### src/rtl/irq_agg_pkg.sv
package irq_agg_pkg;
    typedef enum logic [1:0] {
        TRIG_RISE  = 2'b00,
        TRIG_FALL  = 2'b01,
        TRIG_LEVEL = 2'b10,
        TRIG_LVL_X = 2'b11
    } trig_mode_e;

    typedef enum logic {
        ST_QUIET  = 1'b0,
        ST_ACTIVE = 1'b1
    } irq_state_e;

    localparam int ADDR_STATUS = 8'h0D;
    localparam int ADDR_EN     = 8'h0E;
    localparam int ADDR_MODE0  = 8'h0F;
    localparam int ADDR_CFG    = 8'h11;
endpackage

### src/rtl/irq_src_cell.sv
module irq_src_cell
    import irq_agg_pkg::*;
(
    input  logic       clk,
    input  logic       rst_n,
    input  logic       cond_i,
    input  trig_mode_e mode_i,
    input  logic       rd_clr_i,
    output logic       stat_o,
    output logic       cond_q_o
);
    logic cond_q;
    logic stat_q;
    logic rise_w;
    logic fall_w;

    assign rise_w = cond_i & ~cond_q;
    assign fall_w = ~cond_i & cond_q;

    always_ff @(posedge clk or negedge rst_n) begin
        if (!rst_n) begin
            cond_q <= 1'b0;
            stat_q <= 1'b0;
        end else begin
            cond_q <= cond_i;
            unique case (mode_i)
                TRIG_RISE:              stat_q <= rise_w | (stat_q & ~rd_clr_i);
                TRIG_FALL:              stat_q <= fall_w | (stat_q & ~rd_clr_i);
                TRIG_LEVEL, TRIG_LVL_X: stat_q <= cond_i;
            endcase
        end
    end

    assign stat_o   = stat_q;
    assign cond_q_o = cond_q;
endmodule

### src/rtl/irq_regfile.sv
module irq_regfile
    import irq_agg_pkg::*;
#(
    parameter int NSRC = 8,
    parameter int AW   = 8,
    parameter int DW   = 8
) (
    input  logic              clk,
    input  logic              rst_n,
    input  logic              wr_i,
    input  logic              rd_i,
    input  logic [AW-1:0]     addr_i,
    input  logic [DW-1:0]     wdata_i,
    input  logic [NSRC-1:0]   status_i,
    output logic [DW-1:0]     rdata_o,
    output logic [NSRC-1:0]   en_o,
    output logic [2*NSRC-1:0] mode_o,
    output logic              pol_o,
    output logic              stat_clr_o
);
    localparam int NMODE = (2 * NSRC) / DW;

    logic [DW-1:0]   mode_q [NMODE];
    logic [NSRC-1:0] en_q;
    logic            pol_q;
    logic [DW-1:0]   rsel;
    logic [DW-1:0]   rdata_q;

    for (genvar k = 0; k < NMODE; k++) begin : g_mode
        always_ff @(posedge clk or negedge rst_n) begin
            if (!rst_n) begin
                mode_q[k] <= '0;
            end else if (wr_i && addr_i == AW'(ADDR_MODE0 + k)) begin
                mode_q[k] <= wdata_i;
            end
        end
        assign mode_o[k*DW +: DW] = mode_q[k];
    end

    always_ff @(posedge clk or negedge rst_n) begin
        if (!rst_n) begin
            en_q  <= '0;
            pol_q <= 1'b0;
        end else if (wr_i) begin
            if (addr_i == AW'(ADDR_EN))  en_q  <= wdata_i[NSRC-1:0];
            if (addr_i == AW'(ADDR_CFG)) pol_q <= wdata_i[0];
        end
    end

    always_comb begin
        rsel = '0;
        if (addr_i == AW'(ADDR_STATUS)) rsel[NSRC-1:0] = status_i;
        if (addr_i == AW'(ADDR_EN))     rsel[NSRC-1:0] = en_q;
        if (addr_i == AW'(ADDR_CFG))    rsel[0]        = pol_q;
        for (int k = 0; k < NMODE; k++) begin
            if (addr_i == AW'(ADDR_MODE0 + k)) rsel = mode_q[k];
        end
    end

    always_ff @(posedge clk or negedge rst_n) begin
        if (!rst_n) begin
            rdata_q <= '0;
        end else if (rd_i) begin
            rdata_q <= rsel;
        end
    end

    assign rdata_o    = rdata_q;
    assign en_o       = en_q;
    assign pol_o      = pol_q;
    assign stat_clr_o = rd_i && (addr_i == AW'(ADDR_STATUS));
endmodule

### src/rtl/irq_ovfl_agg.sv
module irq_ovfl_agg
    import irq_agg_pkg::*;
#(
    parameter int NSRC    = 8,
    parameter int AW      = 8,
    parameter int DW      = 8,
    parameter int OVF_SRC = 6,
    parameter int UNF_SRC = 7
) (
    input  logic            clk,
    input  logic            rst_n,
    input  logic [NSRC-1:0] cond_i,
    input  logic            reg_wr_i,
    input  logic            reg_rd_i,
    input  logic [AW-1:0]   reg_addr_i,
    input  logic [DW-1:0]   reg_wdata_i,
    output logic [DW-1:0]   reg_rdata_o,
    output logic            int_o,
    output logic            int_oe_o,
    output logic            ovfl_oe_o
);
    logic [NSRC-1:0]   status_w;
    logic [NSRC-1:0]   cond_q_w;
    logic [NSRC-1:0]   en_w;
    logic [2*NSRC-1:0] mode_w;
    logic              pol_w;
    logic              stat_clr_w;
    logic              pending_w;
    logic              active_w;
    irq_state_e        state_q;
    irq_state_e        state_d;

    irq_regfile #(.NSRC(NSRC), .AW(AW), .DW(DW)) u_regs (
        .clk        (clk),
        .rst_n      (rst_n),
        .wr_i       (reg_wr_i),
        .rd_i       (reg_rd_i),
        .addr_i     (reg_addr_i),
        .wdata_i    (reg_wdata_i),
        .status_i   (status_w),
        .rdata_o    (reg_rdata_o),
        .en_o       (en_w),
        .mode_o     (mode_w),
        .pol_o      (pol_w),
        .stat_clr_o (stat_clr_w)
    );

    for (genvar i = 0; i < NSRC; i++) begin : g_src
        irq_src_cell u_src (
            .clk      (clk),
            .rst_n    (rst_n),
            .cond_i   (cond_i[i]),
            .mode_i   (trig_mode_e'(mode_w[2*i +: 2])),
            .rd_clr_i (stat_clr_w),
            .stat_o   (status_w[i]),
            .cond_q_o (cond_q_w[i])
        );
    end

    assign pending_w = |(status_w & en_w);

    always_ff @(posedge clk or negedge rst_n) begin
        if (!rst_n) state_q <= ST_QUIET;
        else        state_q <= state_d;
    end

    always_comb begin
        unique case (state_q)
            ST_QUIET:  state_d = pending_w ? ST_ACTIVE : ST_QUIET;
            ST_ACTIVE: state_d = pending_w ? ST_ACTIVE : ST_QUIET;
        endcase
    end

    always_comb begin
        active_w = (state_q == ST_ACTIVE);
        if (pol_w) begin
            int_o    = active_w;
            int_oe_o = 1'b1;
        end else begin
            int_o    = 1'b0;
            int_oe_o = active_w;
        end
    end

    assign ovfl_oe_o = cond_q_w[OVF_SRC] | cond_q_w[UNF_SRC];
endmodule

### config.mk
export PLATFORM = sky130hd
export DESIGN_NAME = irq_ovfl_agg
export DESIGN_NICKNAME = d
export VERILOG_FILES = /design/src/rtl/irq_agg_pkg.sv /design/src/rtl/irq_src_cell.sv /design/src/rtl/irq_regfile.sv /design/src/rtl/irq_ovfl_agg.sv
export SDC_FILE = /design/constraint.sdc
export NUM_CORES = 1
export LEC_CHECK = 0
export BUFFER_PORTS_ARGS = -buffer_cell sky130_fd_sc_hd__buf_4
export CORE_MARGIN = 4
export CORE_UTILIZATION = 60
export DETAILED_ROUTE_END_ITERATION = 8
export PLACE_DENSITY = 0.84
export SKIP_CTS_REPAIR_TIMING = 1
export SLEW_MARGIN = 20
export SYNTH_ARGS = -nofsm -noshare
export SYNTH_HDL_FRONTEND = slang
export SYNTH_SLANG_ARGS = --single-unit
export TNS_END_PERCENT = 1
### constraint.sdc
create_clock -name clk -period 2.92 [get_ports clk]
set_input_delay 0.292 -clock clk [delete_from_list [all_inputs] [get_ports clk]]
set_output_delay 0.292 -clock clk [all_outputs]
set_load 0.01 [all_outputs]
==> out/qor.csv <==
stage,metric,value,unit
worst_setup_path,crit_fanout,15,
placed_design,place.gp.congestion,0.905,
power,ir_drop,0.333,mV
clock_tree,clock-sinks,50,
timing,fin_skew,10.7,ps
global_routing,gr-usage-all-layers,21.5,%
placed_design,post-dp-hpwl,3570,microns
synthesis,netlist_area,2340,sq um
min_path,hp-class,in2async,
clock_tree,clkLatencyLatePin,300,ps
power,powerDensity,490,nW/um^2
final_layout,stdcell_count,285,
drt,num_vias,1678,
synthesis,synthTopCellsByArea,"dfrtp_1, mux2_2, mux2_4, nor2_1, a22oi_1",
drt,drt_wl_total,4890,microns
placed_design,numPlacedInstances,278,
worst_setup_path,reg2reg_to,u_regs.rdata_o[0]$_DFFE_PN0P_,
timing,report.final.slew_viol_count,0,
final_layout,n_fill_cell,269,
clock_tree,clkTransAtPathRegs,80,ps
worst_setup_path,worstPathArrival,1670,ps
run_status,failed_checks,hold timing,
drt,drc_errors,0,
synthesis,synth.distinct_cells,34,
worst_setup_path,worstPathRequired,3110,ps
run_status,outcome,finished with violations,
power,static-leakage-power,1.30,nW
synthesis,async_flop_share,100,%
die,io_pins,39,
global_routing,gr-total-overflow,0,
synthesis,synth_edf_count,0,
final_layout,num_antenna_cells,0,
synthesis,synth_top_area_share,53.6,%
final_layout,final_util,73.6,%
worst_setup_path,rrSetupSlack,1580,ps
synthesis,synth.most_common_cell,dfrtp_1,
worst_setup_path,regToRegStartpoint,u_regs.pol_o$_DFFE_PN0P_,
synthesis,synth_common_cells,"dfrtp_1, nor2_1, mux2_2",
global_routing,grt_pass1_wl,8260,microns
drt,drtIter0Drc,147,
timing,fin_crit_sh,50.8,%
die,core_area,3720,sq um
global_routing,antenna_found_initial,0,
final_layout,regArea,1250,sq um
clock_tree,clock_path_buffers,2,
final_layout,final_layout_size_suffix_gt1_share,33.8,%
die,initial_core_util,62.9,%
drt,antenna_left,0,
drt,via_per_inst,5.89,
die,core.rowCount,22,
worst_setup_path,ff2ff_path_depth,4,
drt,wl_per_cell,17.1,microns
timing,fin_setup_tns,0,ps
clock_tree,tritoncts,yes,
synthesis,yosys_warnings,0,
synthesis,synth_area_leader_cell,dfrtp_1,
die,die_height,70.4,microns
drt,first_pass_iters,4,
die,fp.dieArea,4960,sq um
flow_run,drv_cap,0,
timing,finalCriticalPeriod,1480,ps
clock_tree,htree_levels,2,
timing,setup_viol,0,
worst_setup_path,cp-end-kind,flop,
final_layout,fin_nets,265,
final_layout,multi_input_area,1060,sq um
synthesis,synth_nets,226,
placed_design,port_buffers,38,
final_layout,syn_to_final_growth,17.1,%
synthesis,syn_avg_cell_area,11.8,sq um
die,die_w,70.4,microns
synthesis,yosys_register_bits,50,
worst_setup_path,crit_type,in2reg,
timing,finalHoldViolCount,1,
synthesis,seq_area_frac_synth,53.6,%
synthesis,synth_ff_type,dfrtp_1,
worst_setup_path,crit_path_start_kind,input port,
synthesis,syn_inst,198,
global_routing,grt_max_degree,51,
timing,tightest_slew,602,ps
timing,fmax,0.675,GHz
timing,relSlewSlack,59.9,%
clock_tree,numCtsBuffers,5,
global_routing,grt_pass1_vias,1677,
timing,rsz0062_at_grt,no,
timing,whs,-0.299,ps
clock_tree,cts-root-buf,clkbuf_8,
==> routing by layer <==
metal  wire (microns)  track usage [%]  vias up
met4               57             6.17        0
li1                 -                -      804
met2             2200             31.4       51
met3              324             6.04        7
met5                0                0        -
met1             2300             31.3      816
==> power breakdown <==
part / leakage [nW] / total [W] / switching, W / internal (W)
Clock: 0.0438 / 0.000372 / 0.000211 / 0.000161
Combinational: 0.626 / 0.000185 / 0.0000910 / 0.0000943
Sequential: 0.627 / 0.000782 / 0.0000413 / 0.000741
==> worst max-delay path: stages <==
cell and delay, ps:
buf_4 190, or4_4 570, nor2_8 170, nand2_4 130, mux2_4 320
==> metrics by stage <==
stage / power, W / setup WS, ps / cell area [sq um]
after CTS: 0.00135 / 1450 / 2740
after global placement: 0.000971 / 1140 / 2660
after detailed placement: 0.000980 / 1120 / 2660
after global routing: 0.00141 / 1410 / 2740
final: 0.00134 / 1440 / 2740
after floorplan: 0.000877 / 1320 / 2340
==> final cells by class <==
class                   count  share of cell area (%)
flip-flops and latches     50                    45.7
well taps                  48                    2.20
repair buffers             38                    10.4
clock buffers               5                    2.52
clock inverters             2                   0.366
inverters                   1                   0.137
multi-input cells         141                    38.6
==> worst max path at each step <==
stage	start	end	slack, ps	depth (start not counted)
floorplan	reg_addr_i[2]	u_regs.pol_o$_DFFE_PN0P_	1320	4
global placement	reg_addr_i[1]	u_regs.mode_o[15]$_DFFE_PN0P_	1140	5
detailed placement	reg_addr_i[1]	u_regs.mode_o[8]$_DFFE_PN0P_	1120	5
CTS	reg_addr_i[1]	u_regs.mode_o[8]$_DFFE_PN0P_	1450	5
global route	reg_addr_i[2]	u_regs.rdata_o[0]$_DFFE_PN0P_	1410	5
finish	reg_addr_i[1]	u_regs.mode_o[8]$_DFFE_PN0P_	1440	5
==> kinds of logic after synthesis <==
group	after synthesis	share of synthesized area, %
AO/OA/AOI/OAI	55	15.2
multiplexers	33	16.8
flip-flops	50	53.6
AND/OR/NAND/NOR	53	13.2
buffers and inverters	7	1.23
==> flip-flops by register name, indices dropped and copies added, names as in the netlist <==
register,cells
u_regs.mode_o,16
u_regs.pol_o,1
g_src.u_src.cond_q_o,8
u_regs.rdata_o,8
u_regs.en_o,8
active_w,1
g_src.u_src.stat_o,8
==> cell usage in the layout, fill, tap and decap left out, types with 7 or more instances in the layout <==
cell       netlist  final
dfrtp_1         50     50
nor2_1          25     25
o2bb2ai_1        7      7
a22oi_1         11     11
mux2_4           8      8
mux2_2          17     17
mux2i_1          7      7
a21oi_1         15     15
o21ai_0         16     16
nand2_1          8      8
buf_4            0     38
Power figures use the tool's default switching activity.
